**src/rtl/afu_pkg.sv**
```systemverilog
`timescale 1ns/1ps
package afu_pkg;
  parameter int unsigned WORD_W = 16;

  typedef struct packed {
    logic add_ovf;
    logic sub_ovf;
    logic div_ovf;
    logic forced;
  } ovf_src_t;
endpackage

```
**src/rtl/afu_ovf_detect.sv**
```systemverilog
`timescale 1ns/1ps
module afu_ovf_detect
  import afu_pkg::*;
#(
  parameter int unsigned W = WORD_W
) (
  input  logic         add_stb,
  input  logic         sub_stb,
  input  logic         div_stb,
  input  logic         ovf_set_stb,
  input  logic         a_sign,
  input  logic         opnd_sign,
  input  logic         sum_sign,
  input  logic [0:W-1] div_high,
  input  logic [0:W-1] div_divisor,
  output ovf_src_t     src
);
  typedef logic [0:W-1] word_t;

  // Signed add overflow: the operands agree in sign and the result does not.
  function automatic logic add_wraps(input logic sa, input logic so, input logic sr);
    return (sa == so) && (sr != sa);
  endfunction

  // Signed subtract overflow, A minus operand: the operands differ in sign
  // and the result left A's sign.
  function automatic logic sub_wraps(input logic sa, input logic so, input logic sr);
    return (sa != so) && (sr != sa);
  endfunction

  // Unsigned magnitude; the most negative word maps onto its own bit pattern.
  function automatic word_t mag(input word_t w);
    return w[0] ? (~w) + word_t'(1) : w;
  endfunction

  function automatic logic quot_too_big(input word_t hi, input word_t dv);
    return mag(dv) <= mag(hi);
  endfunction

  always_comb begin
    src.add_ovf = add_stb && add_wraps(a_sign, opnd_sign, sum_sign);
    src.sub_ovf = sub_stb && sub_wraps(a_sign, opnd_sign, sum_sign);
    src.div_ovf = div_stb && quot_too_big(div_high, div_divisor);
    src.forced  = ovf_set_stb;
  end
endmodule

```
**src/rtl/afu_ovf_latch.sv**
```systemverilog
`timescale 1ns/1ps
module afu_ovf_latch (
  input  logic clk,
  input  logic rst_n,
  input  logic raise,
  input  logic test,
  output logic ovf_q,
  output logic skip_req
);
  always_ff @(posedge clk) begin
    if (!rst_n) begin
      ovf_q    <= 1'b0;
      skip_req <= 1'b0;
    end else begin
      if (raise)     ovf_q <= 1'b1;
      else if (test) ovf_q <= 1'b0;
      skip_req <= test && !ovf_q;
    end
  end
endmodule

```
**src/rtl/afu_carry_latch.sv**
```systemverilog
`timescale 1ns/1ps
module afu_carry_latch (
  input  logic clk,
  input  logic rst_n,
  input  logic copy,
  input  logic instr_end,
  input  logic b_sign,
  input  logic sub_stb,
  output logic carry_q,
  output logic carry_in,
  output logic b_sign_clr,
  output logic wipe
);
  logic pend_q;

  assign wipe = instr_end && !copy && !pend_q;

  always_ff @(posedge clk) begin
    if (!rst_n) begin
      carry_q <= 1'b0;
      pend_q  <= 1'b0;
    end else begin
      if (copy)      carry_q <= b_sign;
      else if (wipe) carry_q <= 1'b0;
      if (instr_end) pend_q <= 1'b0;
      else if (copy) pend_q <= 1'b1;
    end
  end

  assign carry_in   = sub_stb ? !carry_q : carry_q;
  assign b_sign_clr = copy;
endmodule

```
**src/rtl/arith_status_latches.sv**
```systemverilog
`timescale 1ns/1ps
module arith_status_latches
  import afu_pkg::*;
#(
  parameter int unsigned W = WORD_W
) (
  input  logic         clk,
  input  logic         rst_n,
  input  logic         add_stb,
  input  logic         sub_stb,
  input  logic         div_stb,
  input  logic         ovf_set_stb,
  input  logic         ovf_test_stb,
  input  logic         sign_copy_stb,
  input  logic         instr_end,
  input  logic         a_sign,
  input  logic         opnd_sign,
  input  logic         sum_sign,
  input  logic         b_sign,
  input  logic [0:W-1] div_high,
  input  logic [0:W-1] div_divisor,
  output logic         ovf_q,
  output logic         carry_q,
  output logic         carry_in,
  output logic         b_sign_clr,
  output logic         skip_req
);
  ovf_src_t ovf_src;
  logic     ovf_raise;
  logic     carry_wipe;

  afu_ovf_detect #(.W(W)) u_det (
    .add_stb(add_stb), .sub_stb(sub_stb), .div_stb(div_stb),
    .ovf_set_stb(ovf_set_stb), .a_sign(a_sign), .opnd_sign(opnd_sign),
    .sum_sign(sum_sign), .div_high(div_high), .div_divisor(div_divisor),
    .src(ovf_src)
  );

  assign ovf_raise = |ovf_src;

  afu_ovf_latch u_ovf (
    .clk(clk), .rst_n(rst_n), .raise(ovf_raise), .test(ovf_test_stb),
    .ovf_q(ovf_q), .skip_req(skip_req)
  );

  afu_carry_latch u_cry (
    .clk(clk), .rst_n(rst_n), .copy(sign_copy_stb), .instr_end(instr_end),
    .b_sign(b_sign), .sub_stb(sub_stb), .carry_q(carry_q),
    .carry_in(carry_in), .b_sign_clr(b_sign_clr), .wipe(carry_wipe)
  );
endmodule

```
**config.mk**
```make
export PLATFORM = sky130hd
export DESIGN_NAME = arith_status_latches
export DESIGN_NICKNAME = d
export VERILOG_FILES = /design/src/rtl/afu_pkg.sv /design/src/rtl/afu_ovf_detect.sv /design/src/rtl/afu_ovf_latch.sv /design/src/rtl/afu_carry_latch.sv /design/src/rtl/arith_status_latches.sv
export SDC_FILE = /design/constraint.sdc
export NUM_CORES = 1
export LEC_CHECK = 0
export BUFFER_PORTS_ARGS = -buffer_cell sky130_fd_sc_hd__buf_4
export CORE_MARGIN = 2
export CORE_UTILIZATION = 39
export DETAILED_ROUTE_END_ITERATION = 16
export GPL_ROUTABILITY_DRIVEN = 0
export PLACE_DENSITY = 0.66
export SLEW_MARGIN = 20
export SYNTH_ARGS = -nofsm -noshare
export SYNTH_HDL_FRONTEND = slang
export SYNTH_HIERARCHICAL = 1
export SYNTH_SLANG_ARGS = --single-unit
```
**constraint.sdc**
```tcl
create_clock -name clk -period 4 [get_ports clk]
set_input_delay 0.8 -clock clk [delete_from_list [all_inputs] [get_ports clk]]
set_output_delay 0.8 -clock clk [all_outputs]
set_load 0.005 [all_outputs]
```
# Word level (Yosys, flattened, before mapping)
# Cells that the tools add are included.
[totals] reg_bits=4 in_bits=45 output_inout_bits=5 word_cells=36
[op_classes] addsub=2 n_lt_le_gt_ge=1 eq_ne=3 n_mux=7 bitwise_logic=3 n_reduce_logical=16
[ops] operator="16-bit by 1-bit adder with 16-bit output, second input constant" n=2
[ops] operator="16-bit two-way mux" n=2
[ops] operator="16-bit inverter" n=2
[ops] operator="16-bit less-or-equal comparator" n=1
[ops] operator="1-bit logical AND" n=8
[ops] operator="1-bit two-way mux" n=5
[ops] operator="1-bit zero test" n=4
[ops] operator="2-bit nonzero test" n=2
[ops] operator="4-bit OR reduction" n=1
[ops] operator="1-bit != test" n=2
[ops] operator="2-bit OR reduction" n=1
[ops] operator="1-bit equality test" n=1
[ops] operator="1-bit inverter" n=1

# Depth between registers and ports, before layout
[logic_depth] word_depth=7 depth_mapped=13 depth_no_buf=13

# Cells and area by module
# Netlist, hierarchy kept.
[by_module_without_submodules] module="afu_ovf_detect" n_inst=1 cells_each=132 area_per_inst_um2=993.5 seq_area_each_um2=0.0
[by_module_without_submodules] module="afu_carry_latch" n_inst=1 cells_each=11 area_per_inst_um2=98.8 seq_area_each_um2=40.0
[by_module_without_submodules] module="afu_ovf_latch" n_inst=1 cells_each=6 area_per_inst_um2=61.3 seq_area_each_um2=40.0
[by_module_without_submodules] module="arith_status_latches" n_inst=1 cells_each=1 area_per_inst_um2=7.5 seq_area_each_um2=0.0

# Worst setup path before layout
# No wires, ideal clock.
[synth_path] path_type="input port to flip-flop" startpoint="input div_high[10] in the netlist's numbering" endpoint="register u_ovf.ovf_q" arrival_ns=3.942 required_ns=3.885 setup_slack_ns=-0.056 path_stages=10 path_buffers=0 path_cell_list="or4_4 -> or4_4 -> or4_4 -> ha_1 -> nand4_1 -> nor4_1 -> a21boi_0 -> o31ai_1 -> or4_1 -> o21a_1"
[synth_lines] item="start, declared" line_no="arith_status_latches.sv:20" source="input logic [0:W-1] div_high,"
[synth_lines] item="end signal, assigned" line_no="afu_ovf_latch.sv:12" source="ovf_q <= 1'b0;"
[synth_lines] item="end signal, assigned" line_no="afu_ovf_latch.sv:15" source="if (raise) ovf_q <= 1'b1;"
[synth_lines] item="end signal, assigned" line_no="afu_ovf_latch.sv:16" source="else if (test) ovf_q <= 1'b0;"
[synth_lines] item="end, declared" line_no="afu_ovf_latch.sv:7" source="output logic ovf_q,"

==> out/qor.tcl <==
set qor(outcome) {complete, but fails checks}
set qor(violations_in_the_final_reports) {setup timing}
set qor(cp_common_cell) {sky130_fd_sc_hd__or4_4}
set qor(cp_cell_sequence) {buf_6 > or4_4 > or4_4 > or4_4 > ha_4 > nand4_1 > nor4_2 > a21boi_2 > o31ai_2 > or4_1 > o21a_1}
set qor(num_antenna_cells) 0
set qor(p_per_area_mw_per_mm2) 161
set qor(cp_data_required_time_ps) 4120
set qor(buffer_ports.inserted) 49
set qor(most_common_library_cell_in_the_layout_ignoring_fill_and_taps) {sky130_fd_sc_hd__buf_4}
set qor(ir_drop_v) 0.000175
set qor(htreeDepth) 1
set qor(rr_endpoint) {u_ovf/ovf_q}
set qor(cts_made_buffers) 3
set qor(setup_ws_ps) -73.9
set qor(finalSetupViolCount) 1
set qor(max_stage_delay_ps) 530
set qor(worst_pin_slew_ps) 353
set qor(multiInputGateArea_mm2) 0.00110
set qor(leading_cell_types_in_the_layout_fill_and_taps_excluded) {sky130_fd_sc_hd__buf_4, sky130_fd_sc_hd__ha_1, sky130_fd_sc_hd__nand2_1, sky130_fd_sc_hd__xnor2_1, sky130_fd_sc_hd__xor2_1}
set qor(firstDrtPassIters) 4
set qor(leakagePower_uw) 0.000804
set qor(timing_hold_violations_final) 0
set qor(r2r_setup_slack_ps) 3290
set qor(clock_tree.root_cell) {sky130_fd_sc_hd__clkbuf_4}
set qor(finish.instance_area_mm2) 0.00176
set qor(setup.worst_path.start) {div_high[7]}
set qor(drc) 0
set qor(cp-start-kind) {primary input}
set qor(cp_slowest_cell) {sky130_fd_sc_hd__or4_4}
set qor(fp-row-count) 19
set qor(path_clk_slew_ps) 40
set qor(cells_on_worst_reg2reg_path) 2
set qor(placeableCoreArea_mm2) 0.00278
set qor(worst-path-max-fanout) 4
set qor(cp_data_arrival_time_ps) 4200
set qor(clock_skew_ps) 0.0741
set qor(timing.critical_path.to_type) {flip-flop}
set qor(timing.slew.headroom) 0.762
set qor(numPlacedInstances) 241
set qor(fillerInstances) 247
set qor(postSynthNetCount) 212
set qor(post-route-period-util) 1.02
set qor(rsz0062_at_grt) {yes}
set qor(worstSetupEndpoint) {u_ovf/ovf_q}
set qor(fp.dieH_um) 58.4
set qor(cts_tree) {yes}
set qor(layout-area-overhead-vs-synth_pct) 52.8
set qor(maxCapViolations) 0
set qor(final_net_count) 280
set qor(grt_antenna_before_repair) 0
set qor(layout.cells.non_filler) 246
set qor(hold_class) {reg -> reg}
set qor(die_w_um) 58.4
set qor(antenna_left) 0
set qor(grt_max_degree) 17
set qor(vias_per_inst) 5.46
set qor(timing.rr.start) {u_ovf/ovf_q}
set qor(dp_hpwl_mm) 2.78
set qor(grt_pass1_wl_mm) 5.26
set qor(routed_wirelength_mm) 3.28
set qor(drt_iter0_markers) 48
set qor(syn_area_mm2) 0.00115
set qor(wire_per_inst_um) 13.3
set qor(groute.usage.overall) 0.192
set qor(seq_area_um2) 80.1
set qor(crit_family) {simple AND/OR/NAND/NOR gates}
set qor(yosysWarningCount) 6
set qor(report.final.slew_viol_count) 0
set qor(placement.cell_area_mm2) 0.00167
set qor(period_needed_ps) 4070
set qor(start_util) 0.415
set qor(num_vias) 1342
set qor(clkSinkCount) 4
set qor(syn_inst) 149
set qor(clock_path_buffers) 2
set qor(worstSetupPathDepth) 11
set qor(drive_above_1_share) 0.400
set qor(global_route_overflow) 0
set qor(insertion_delay_ps) 230
set qor(io-pin-count) 50
set qor(grt_pass1_vias) 1264
set qor(finish.utilization) 0.634
set qor(path_class) {in -> reg}
set qor(synth.avg_cell_area_um2) 7.75
set qor(max_freq_mhz) 245
set qor(die_area_mm2) 0.00341
set qor(critical_path_buf_inv_count) 1
==> worst register-to-register path, cell delays in order, from the launching register on <==
cell	delay, ps
sky130_fd_sc_hd__dfxtp_1	310
sky130_fd_sc_hd__nor2b_1	120
sky130_fd_sc_hd__o21a_1	170
==> flip-flops by register name, indices dropped and copies added (netlist names) <==
name / cells
u_ovf/skip_req: 1
u_ovf/ovf_q: 1
u_cry/pend_q: 1
u_cry/carry_q: 1
==> what timing repair did <==
item / in CTS / in global routing
gates resized for setup: 0 / 13
hold buffers: 0 / 0
setup buffers: 0 / 2
hold endpoints to repair: 0 / 0
endpoints found under the setup margin: 0 / 1
==> worst min-delay path by stage <==
stage | from | to | cells after the start
CTS | u_ovf/ovf_q | u_ovf/skip_req | 1
detailed placement | u_ovf/ovf_q | u_ovf/skip_req | 1
global route | u_ovf/ovf_q | u_ovf/skip_req | 1
floorplan | u_ovf/ovf_q | u_ovf/skip_req | 1
global placement | u_ovf/ovf_q | u_ovf/skip_req | 1
finish | u_ovf/ovf_q | u_ovf/skip_req | 1
==> final cells by class <==
class,count,share of cell area
multi-input cells,137,0.622
repair buffers,67,0.289
flip-flops and latches,4,0.0454
well taps,31,0.0220
clock buffers,3,0.0128
inverters,4,0.00851
==> where the power goes <==
part	total [uW]	switching, uW	internal [uW]
registers	44.3	1.49	42.8
logic	191	88.8	102
clock network	48.7	15.2	33.5
==> per-layer routing <==
layer	GRT usage	part of all wire	routed length, um	vias up
li1	-	-	-	692
met1	0.257	0.46	1500	620
met2	0.342	0.50	1640	30
met3	0.0264	0.042	138	0
met4	0.00997	0	0	0
met5	0	0	0	-
==> per-stage QoR <==
stage	TNS, ps	setup slack [ps]	hold slack [ps]	power [uW]
3_5_place_dp	-222	-222	420	229
2_1_floorplan	0	85.9	425	141
3_3_place_gp	-134	-134	423	221
6_report	-73.9	-73.9	424	284
5_1_grt	-161	-161	449	311
4_1_cts	0	3.52	425	280
No activity file was read; power rests on OpenSTA's default activity.
